### config.mk
export PLATFORM = sky130hd
export DESIGN_NAME = dual_mac_unit
export DESIGN_NICKNAME = d
export VERILOG_FILES = /design/src/rtl/dmac_pkg.sv /design/src/rtl/dmac_lane.sv /design/src/rtl/dmac_wide_seq.sv /design/src/rtl/dual_mac_unit.sv
export SDC_FILE = /design/constraint.sdc
export NUM_CORES = 2
export LEC_CHECK = 0
export BUFFER_PORTS_ARGS = -buffer_cell sky130_fd_sc_hd__buf_2
export CORE_ASPECT_RATIO = 0.5
export CORE_MARGIN = 2
export CORE_UTILIZATION = 55
export CTS_BUF_LIST = sky130_fd_sc_hd__clkbuf_8
export DETAILED_ROUTE_END_ITERATION = 16
export PLACE_DENSITY = 0.72
export SLEW_MARGIN = 10
export SYNTH_ARGS = -nofsm -noshare
export SYNTH_HDL_FRONTEND = slang
export SYNTH_SLANG_ARGS = --single-unit
### constraint.sdc
create_clock -name clk -period 11.7 [get_ports clk]
set_input_delay 1.17 -clock clk [delete_from_list [all_inputs] [get_ports clk]]
set_output_delay 1.17 -clock clk [all_outputs]
set_load 0.005 [all_outputs]
### src/rtl/dmac_pkg.sv
package dmac_pkg;
    typedef enum logic [1:0] {
        OP_LOAD = 2'b00,
        OP_ADD  = 2'b01,
        OP_SUB  = 2'b10,
        OP_WIDE = 2'b11
    } mac_op_e;

    typedef enum logic [2:0] {
        ST_IDLE,
        ST_LL,
        ST_LH,
        ST_HL,
        ST_HH,
        ST_FIN
    } seq_st_e;
endpackage

### src/rtl/dmac_lane.sv
module dmac_lane
    import dmac_pkg::*;
#(
    parameter int DW = 16,
    parameter int AW = 40
) (
    input  logic            clk,
    input  logic            rst_n,
    input  logic            clear,
    input  logic            issue,
    input  mac_op_e         op,
    input  logic [DW-1:0]   x,
    input  logic [DW-1:0]   y,
    input  logic            ext_x,
    input  logic            ext_y,
    input  logic            wr_wide,
    input  logic [2*DW-1:0] wide_val,
    output logic [2*DW-1:0] prod_lo,
    output logic [AW-1:0]   acc
);
    localparam int PW = 2 * DW + 2;
    localparam int RW = 2 * DW;

    logic signed [DW:0]   xs, ys;
    logic signed [PW-1:0] prod;
    logic [AW-1:0]        prod_ext, wide_ext, acc_nxt;

    // Operand top bit: sign copy for signed halves, zero for unsigned halves
    assign xs = {ext_x & x[DW-1], x};
    assign ys = {ext_y & y[DW-1], y};
    assign prod = xs * ys;
    assign prod_lo = prod[RW-1:0];

    assign prod_ext = {{(AW-PW){prod[PW-1]}}, prod};
    assign wide_ext = {{(AW-RW){wide_val[RW-1]}}, wide_val};

    always_comb begin
        acc_nxt = acc;
        if (clear) begin
            acc_nxt = '0;
        end else if (wr_wide) begin
            acc_nxt = wide_ext;
        end else if (issue) begin
            unique case (op)
                OP_LOAD: acc_nxt = prod_ext;
                OP_ADD:  acc_nxt = acc + prod_ext;
                OP_SUB:  acc_nxt = acc - prod_ext;
                default: acc_nxt = acc;
            endcase
        end
    end

    always_ff @(posedge clk or negedge rst_n) begin
        if (!rst_n) acc <= '0;
        else        acc <= acc_nxt;
    end
endmodule

### src/rtl/dmac_wide_seq.sv
module dmac_wide_seq
    import dmac_pkg::*;
#(
    parameter int DW = 16
) (
    input  logic            clk,
    input  logic            rst_n,
    input  logic            launch,
    input  logic [2*DW-1:0] opa,
    input  logic [2*DW-1:0] opb,
    input  logic [2*DW-1:0] pp_lo,
    output logic            busy,
    output logic            done,
    output logic            wr_wide,
    output logic [DW-1:0]   x,
    output logic [DW-1:0]   y,
    output logic            ext_x,
    output logic            ext_y,
    output logic [2*DW-1:0] result
);
    localparam int RW = 2 * DW;

    seq_st_e       st, st_nxt;
    logic [RW-1:0] a_q, b_q, sum_q, pp_shift;
    logic [1:0]    shf;

    // State register
    always_ff @(posedge clk or negedge rst_n) begin
        if (!rst_n) st <= ST_IDLE;
        else        st <= st_nxt;
    end

    // Transitions
    always_comb begin
        unique case (st)
            ST_IDLE: st_nxt = launch ? ST_LL : ST_IDLE;
            ST_LL:   st_nxt = ST_LH;
            ST_LH:   st_nxt = ST_HL;
            ST_HL:   st_nxt = ST_HH;
            ST_HH:   st_nxt = ST_FIN;
            ST_FIN:  st_nxt = ST_IDLE;
            default: st_nxt = ST_IDLE;
        endcase
    end

    // Per-state multiplier steering
    always_comb begin
        x     = '0;
        y     = '0;
        ext_x = 1'b0;
        ext_y = 1'b0;
        shf   = 2'd0;
        unique case (st)
            ST_LL: begin
                x = a_q[DW-1:0];  y = b_q[DW-1:0];
            end
            ST_LH: begin
                x = a_q[DW-1:0];  y = b_q[RW-1:DW];
                ext_y = 1'b1;     shf = 2'd1;
            end
            ST_HL: begin
                x = a_q[RW-1:DW]; y = b_q[DW-1:0];
                ext_x = 1'b1;     shf = 2'd1;
            end
            ST_HH: begin
                x = a_q[RW-1:DW]; y = b_q[RW-1:DW];
                ext_x = 1'b1;     ext_y = 1'b1; shf = 2'd2;
            end
            default: ;
        endcase
    end

    // Partial product aligned into the low result word
    always_comb begin
        unique case (shf)
            2'd0:    pp_shift = pp_lo;
            2'd1:    pp_shift = {pp_lo[DW-1:0], {DW{1'b0}}};
            default: pp_shift = '0;
        endcase
    end

    always_ff @(posedge clk or negedge rst_n) begin
        if (!rst_n) begin
            a_q   <= '0;
            b_q   <= '0;
            sum_q <= '0;
            done  <= 1'b0;
        end else begin
            if (launch) begin
                a_q <= opa;
                b_q <= opb;
            end
            if (st == ST_LL)
                sum_q <= pp_shift;
            else if (st == ST_LH || st == ST_HL || st == ST_HH)
                sum_q <= sum_q + pp_shift;
            done <= (st == ST_FIN);
        end
    end

    assign busy    = (st != ST_IDLE);
    assign wr_wide = (st == ST_FIN);
    assign result  = sum_q;
endmodule

### src/rtl/dual_mac_unit.sv
module dual_mac_unit
    import dmac_pkg::*;
#(
    parameter int DW = 16,
    parameter int AW = 40
) (
    input  logic          clk,
    input  logic          rst_n,
    input  logic          start,
    input  logic          clear,
    input  logic [1:0]    op,
    input  logic [DW-1:0] a0,
    input  logic [DW-1:0] b0,
    input  logic [DW-1:0] a1,
    input  logic [DW-1:0] b1,
    output logic [AW-1:0] acc0,
    output logic [AW-1:0] acc1,
    output logic          busy,
    output logic          done
);
    localparam int LANES = 2;
    localparam int RW    = 2 * DW;

    mac_op_e       op_e;
    logic          issue, launch, wr_wide;
    logic [DW-1:0] sx, sy;
    logic          sex, sey;
    logic [RW-1:0] wide_res;

    logic [DW-1:0] lx  [LANES];
    logic [DW-1:0] ly  [LANES];
    logic          lex [LANES];
    logic          ley [LANES];
    logic [RW-1:0] llo [LANES];
    logic [AW-1:0] lacc[LANES];

    assign op_e   = mac_op_e'(op);
    assign issue  = start && !busy && (op_e != OP_WIDE);
    assign launch = start && !busy && (op_e == OP_WIDE);

    always_comb begin
        lx[0]  = busy ? sx  : a0;
        ly[0]  = busy ? sy  : b0;
        lex[0] = busy ? sex : 1'b1;
        ley[0] = busy ? sey : 1'b1;
        lx[1]  = a1;
        ly[1]  = b1;
        lex[1] = 1'b1;
        ley[1] = 1'b1;
    end

    dmac_wide_seq #(.DW(DW)) u_seq (
        .clk     (clk),
        .rst_n   (rst_n),
        .launch  (launch),
        .opa     ({a1, a0}),
        .opb     ({b1, b0}),
        .pp_lo   (llo[0]),
        .busy    (busy),
        .done    (done),
        .wr_wide (wr_wide),
        .x       (sx),
        .y       (sy),
        .ext_x   (sex),
        .ext_y   (sey),
        .result  (wide_res)
    );

    for (genvar g = 0; g < LANES; g++) begin : g_lane
        dmac_lane #(.DW(DW), .AW(AW)) u_lane (
            .clk      (clk),
            .rst_n    (rst_n),
            .clear    (clear),
            .issue    (issue),
            .op       (op_e),
            .x        (lx[g]),
            .y        (ly[g]),
            .ext_x    (lex[g]),
            .ext_y    (ley[g]),
            .wr_wide  ((g == 0) ? wr_wide : 1'b0),
            .wide_val (wide_res),
            .prod_lo  (llo[g]),
            .acc      (lacc[g])
        );
    end

    assign acc0 = lacc[0];
    assign acc1 = lacc[1];
endmodule

* Word level (Yosys, flattened, before mapping)
Cells that the tools add are included.
Word-level totals: output and inout bits 82, register bits after elaboration 180, word-level logic and storage cells 69, input port bits 70
Cells by class: mux-type cells 21, reductions and logical operators 22, add/subtract/negate cells 5, multipliers 2, eq/ne operators 10, bitwise logic cells 2
Operator list (count):
- $pmux W40 S3 | 2
- $mux W40 | 5
- $add A40 B40 Y40 | 2
- $sub A40 B40 Y40 | 2
- $mux W32 | 2
- $pmux W16 S2 | 2
- $pmux W32 S2 | 1
- $mul A17 B17 Y34 | 1
- $add A32 B32 Y32 | 1
- $mul A16 B16 Y32 | 1
- $mux W16 | 2
- $pmux W3 S5 | 1
- $reduce_or A2 Y1 | 5
- $eq A3 B2 Y1 const B | 2
- $eq A3 B3 Y1 const B | 2
- $reduce_bool A3 Y1 | 2
- $mux W1 | 5
- $reduce_bool A5 Y1 | 1
- $eq A2 B1 Y1 const B | 2
- $eq A2 B2 Y1 const B | 2
- $logic_not A2 Y1 | 2
- $pmux W2 S2 | 1
- $reduce_and A2 Y1 | 2
- $reduce_bool A2 Y1 | 2
- other kinds (8) | 12

* Logic depth before layout (Yosys ltp)
depth in word-level cells 11, gate-level depth with buffers 48, depth with buffers taken out 45

* By module
From an unflattened synthesis, not the netlist that was laid out.
Second synthesis, totals: cells, all modules 4518, area, all modules 39375.3 um^2
By module, submodules not included:
- dmac_lane (g_lane[1].u_lane) | times used 1, cells each 1951, area each 16395.7 um^2, sequential area each 1001.0 um^2
- dmac_lane (g_lane[0].u_lane) | times used 1, cells each 1927, area each 16200.5 um^2, sequential area each 1001.0 um^2
- dmac_wide_seq | times used 1, cells each 596, area each 6208.5 um^2, sequential area each 2502.4 um^2
- dual_mac_unit | times used 1, cells each 44, area each 570.5 um^2, sequential area each 0.0 um^2

* Worst setup path before layout
Ideal clock, no wire load.
path kind register to register, from register u_seq.st[1], to register g_lane[0].u_lane.acc[37], setup slack 1.743 ns, arrival time 9.828 ns, buffers on the path 6, period minus slack after synthesis 9.957 ns, data required time 11.572 ns, cell stages (with the launch flop) 47, setup time 0.128 ns, path through dfrtp_1 > buf_4 > clkbuf_1 > buf_1 > mux2i_1 > o22a_1 > o21ai_1 > clkbuf_1 > nand2_1 > fa_1 > inv_1 > fa_1 > inv_1 > fa_1 > inv_1 > fa_1 > fa_1 > inv_1 > (+11 left out) > or4_1 > buf_2 > nor2_1 > nor2_1 > xor2_1 > ha_1 > a21o_1 > a21oi_1 > o21ai_0 > a221oi_1 > a21boi_0 > o21a_1 > o21ai_0 > nor2b_1 > o21bai_1 > a21oi_1 > xor2_1 > o21ai_0
Between the ends: word-level cells in the longest chain between the ends 11, elaborated cells on any way between the ends 33, classes of those cells add/sub (2); mul (1); eq/ne (5); mux (12); bitwise (2); reduce/logical (11)
Ends and longest elaborated chain:
- start, declared | line dmac_wide_seq.sv:23 | seq_st_e st, st_nxt;
- start signal, assigned | line dmac_wide_seq.sv:30 | else st <= st_nxt;
- $eq A3 B3 Y1 (tied with other cells) | line dmac_wide_seq.sv:53 | unique case (st)
- $reduce_or A2 Y1 (no line)
- $pmux W16 S2 / $mux W1 (equally long branches) | line dmac_wide_seq.sv:53
- $mux W16 (tied with other cells) | line dual_mac_unit.sv:42 | lx[0] = busy ? sx : a0;
- $and A1 B1 Y1 (on tied branches) | line dmac_lane.sv:29, dmac_lane.sv:30
- $mul A17 B17 Y34 | line dmac_lane.sv:31 | assign prod = xs * ys;
- $sub A40 B40 Y40 / $add A40 B40 Y40 (equally long branches) | line dmac_lane.sv:47, dmac_lane.sv:46
- $pmux W40 S3 | line dmac_lane.sv:44 | unique case (op)
- $mux W40 | line dmac_lane.sv:43 | end else if (issue) begin
- $mux W40 | line dmac_lane.sv:41 | end else if (wr_wide) begin
- $mux W40 | line dmac_lane.sv:39 | if (clear) begin
- end signal, assigned | line dmac_lane.sv:55 | else acc <= acc_nxt;
- end, declared | line dmac_lane.sv:19 | output logic [AW-1:0] acc
Parallel ways exist; a longest one is shown, timed or not. The select of a mux whose other input is x is not followed. A chain may end at the register's enable or synchronous reset.

* Worst setup path after layout
Same ends and word-level chain as after synthesis.

==> summary.md <==
| Metric | Value |
|---|---|
| Fin nets | 5189 |
| Rows | 66 |
| Total congestion overflow | 0 |
| Most frequent cells in the layout | 637 x inv_1, 561 x fa_1, 493 x nand2_1, 332 x nor2_1, 280 x ha_1 |
| Minimum clock period | 11.12 ns |
| Slowest cell delay on critical path | 0.74 ns |
| Fillers | 5735 |
| Clk buf depth | 2 |
| Max Fclk | 89.9 MHz |
| DP Worst Slack | 0.447 ns |
| Register bit count reported by yosys | 180 |
| Tot GR Track Use | 32.6% |
| Die extent in y | 186 um |
| RSZ-0062 raised after global routing | false |
| H-tree depth | 4 |
| Number of synthesized flops with an enable pin | 0 |
| DP HPWL | 86.8 mm |
| Synth area leader | fa_1 |
| CTS buffer count | 17 |
| CTS tree | built |
| Io pins | 152 |
| Clock-pin slew on the worst setup and hold paths | 0.11 ns |
| Kind of critical path | register to register |
| Crit. End Element | register |
| Root buf cell | clkbuf_8 |
| Vias | 30900 |
| ANT cells | 0 |
| FFs w/ async S/R, synth | 100% |
| Design area | 0.0386 mm^2 |
| Net Count, Synth | 5115 |
| # Max-Cap Violations | 0 |
| Synthesis Warnings | 0 |
| Port Buf Inserts | 151 |
| Final hold vios | 0 |
| Slack of the critical path | 0.576 ns |
| Detailed Route WL | 109 mm |
| Register area share after synthesis | 12.4% |
| Largest net degree at the start of global routing | 73 |
| Area growth from synthesis to layout | 6.15% |
| CP max stage cell | or4_1 |
| CP startpoint kind | register |
| Die area | 0.0683 mm^2 |
| Worst-skew pair later-pin latency | 0.58 ns |
| Core ar. | 0.0652 mm^2 |
| Top_reg_cell synth | dfrtp_1 |
| Most common cell after layout, fill and taps aside | inv_1 |
| Final GP Congestion | 0.986 |
| Worst Tran Pin Value | 1.19 ns |
| Sink Count | 180 |
| Top cells by area, synth | fa_1 31%, dfrtp_1 12%, ha_1 9.7% |
| Period utilisation layout | 95.1% |
| Cell mode on critical path | fa_1 |
| First-pass GRT wire length | 173 mm |
| Rel. slew slack | 20.7% |
| Max Fanout on Critical Path | 30 |
| Drt wl/cell | 21.0 um |
| CP Data Arrival Time | 11.59 ns |
| Antenna Nets Post-Route | 0 |
| Synth top area share | 30.9% |
| Layout Utilization | 59.3% |
| Antenna violations before repair | 1 |
| Die width | 368 um |
| Initial detailed-routing violation count | 2611 |
| Number of global-route vias before repair | 30600 |
| Max-slew violation count | 0 |
| Drt via density | 5.97 |
| Setup Viol. Count Final | 0 |
| Library cells used by synthesis | 94 |
| Placed inst area | 0.0382 mm^2 |
| Hold/Removal Path Class | register to register |
| Req. time, crit path | 12.17 ns |
| Residual DRC | 0 |
| Layout cell share with drive strength beyond 1 | 8.79% |
| Synth Instances | 4202 |
| Final Skew | 0.0250 ns |
| Total negative setup slack | 0 ns |
| Starting Density | 55.8% |
| Outcome | finished clean |
| Average cell area after synthesis | 8.66 um^2 |
| Pre-antenna DRT Iters | 6 |
| Mapped cell area | 0.0364 mm^2 |
worst paths after layout:
kind	start	to	slack, ns	depth (start not counted)
hold / removal	u_seq.a_q[22]	u_seq.a_q[22]	0.52	1
setup reg to reg	u_seq.st[1]	g_lane[0].u_lane.acc[37]	0.58	40
max in group asynchronous	rst_n	u_seq.st[1]	9.69	2
min in group asynchronous	rst_n	g_lane[0].u_lane.acc[0]	0.62	1
setup / recovery	u_seq.st[1]	g_lane[0].u_lane.acc[37]	0.58	40
hold reg to reg	u_seq.a_q[22]	u_seq.a_q[22]	0.52	1
per-stage QoR:
step                hold WS [ns]  std cells
global placement           0.487       5141
detailed placement         0.493       5141
finish                     0.518       5173
floorplan                  0.471       4202
CTS                        0.520       5173
global route               0.526       5173
layer usage:
metal / global-route usage (%) / vias up / wire (um)
met5: 0.0712 / - / 0
met4: 7.70 / 0 / 2490
met3: 8.47 / 175 / 11800
met2: 49.1 / 1416 / 46900
met1: 47.1 / 15400 / 47400
li1: - / 13800 / -
what timing repair did:
item,in CTS,in global routing
resized for setup,0,1
endpoints found under the setup margin,0,1
hold buffers,0,0
buffers inserted,0,0
state kept, by name (all words and copies together) (netlist names):
| signal | count |
|---|---|
| g_lane.u_lane.acc | 80 |
| u_seq.a_q | 32 |
| u_seq.b_q | 32 |
| u_seq.result | 32 |
| u_seq.st | 3 |
| u_seq.done | 1 |
cell usage after synthesis, types with 27 or more instances:
master and instances:
a21oi_1 239, a21o_1 101, a22oi_1 27, o21a_1 51, xnor2_1 141, clkbuf_1 148, o21ai_0 133, inv_1 636
nor2_1 333, xor2_1 79, ha_1 282, dfrtp_1 180, a211oi_1 40, nand3_1 28, fa_1 561, nand2b_1 41
nor3_1 59, o211ai_1 53, and2_1 112, mux2_2 63, mux2i_1 39, nand2_1 493
cell families after synthesis:
logic type	count (synthesis)	synth area share, %
AND/OR/NAND/NOR	1191	14.8
AO/OA/AOI/OAI	848	15.2
adder cells (fa/ha/maj)	843	40.6
buffers and inverters	815	8.49
XOR/XNOR	222	5.39
flip-flops	180	12.4
multiplexers	103	3.09
cell type report:
type | count | area (um^2) | area share (%)
Clock inverter | 15 | 163 | 0.421
Multi-Input combinational cell | 3207 | 28800 | 74.7
Clock buffer | 17 | 234 | 0.606
Sequential cell | 180 | 4510 | 11.7
Timing Repair Buffer | 233 | 1380 | 3.57
Inverter | 637 | 2390 | 6.20
Tap cell | 884 | 1110 | 2.86
critical path, delay by kind of cell (launching register included):
kind	cells	cell delay, ns
flops	1	0.41
xor+xnor	3	0.55
simple gates	8	1.99
compound gates	16	3.41
buf+inv	4	0.60
mux	1	0.15
fa+ha+maj	8	3.89
Power is not shown: default switching activity piles up to over one toggle a cycle in this logic, so the estimate is an artifact.
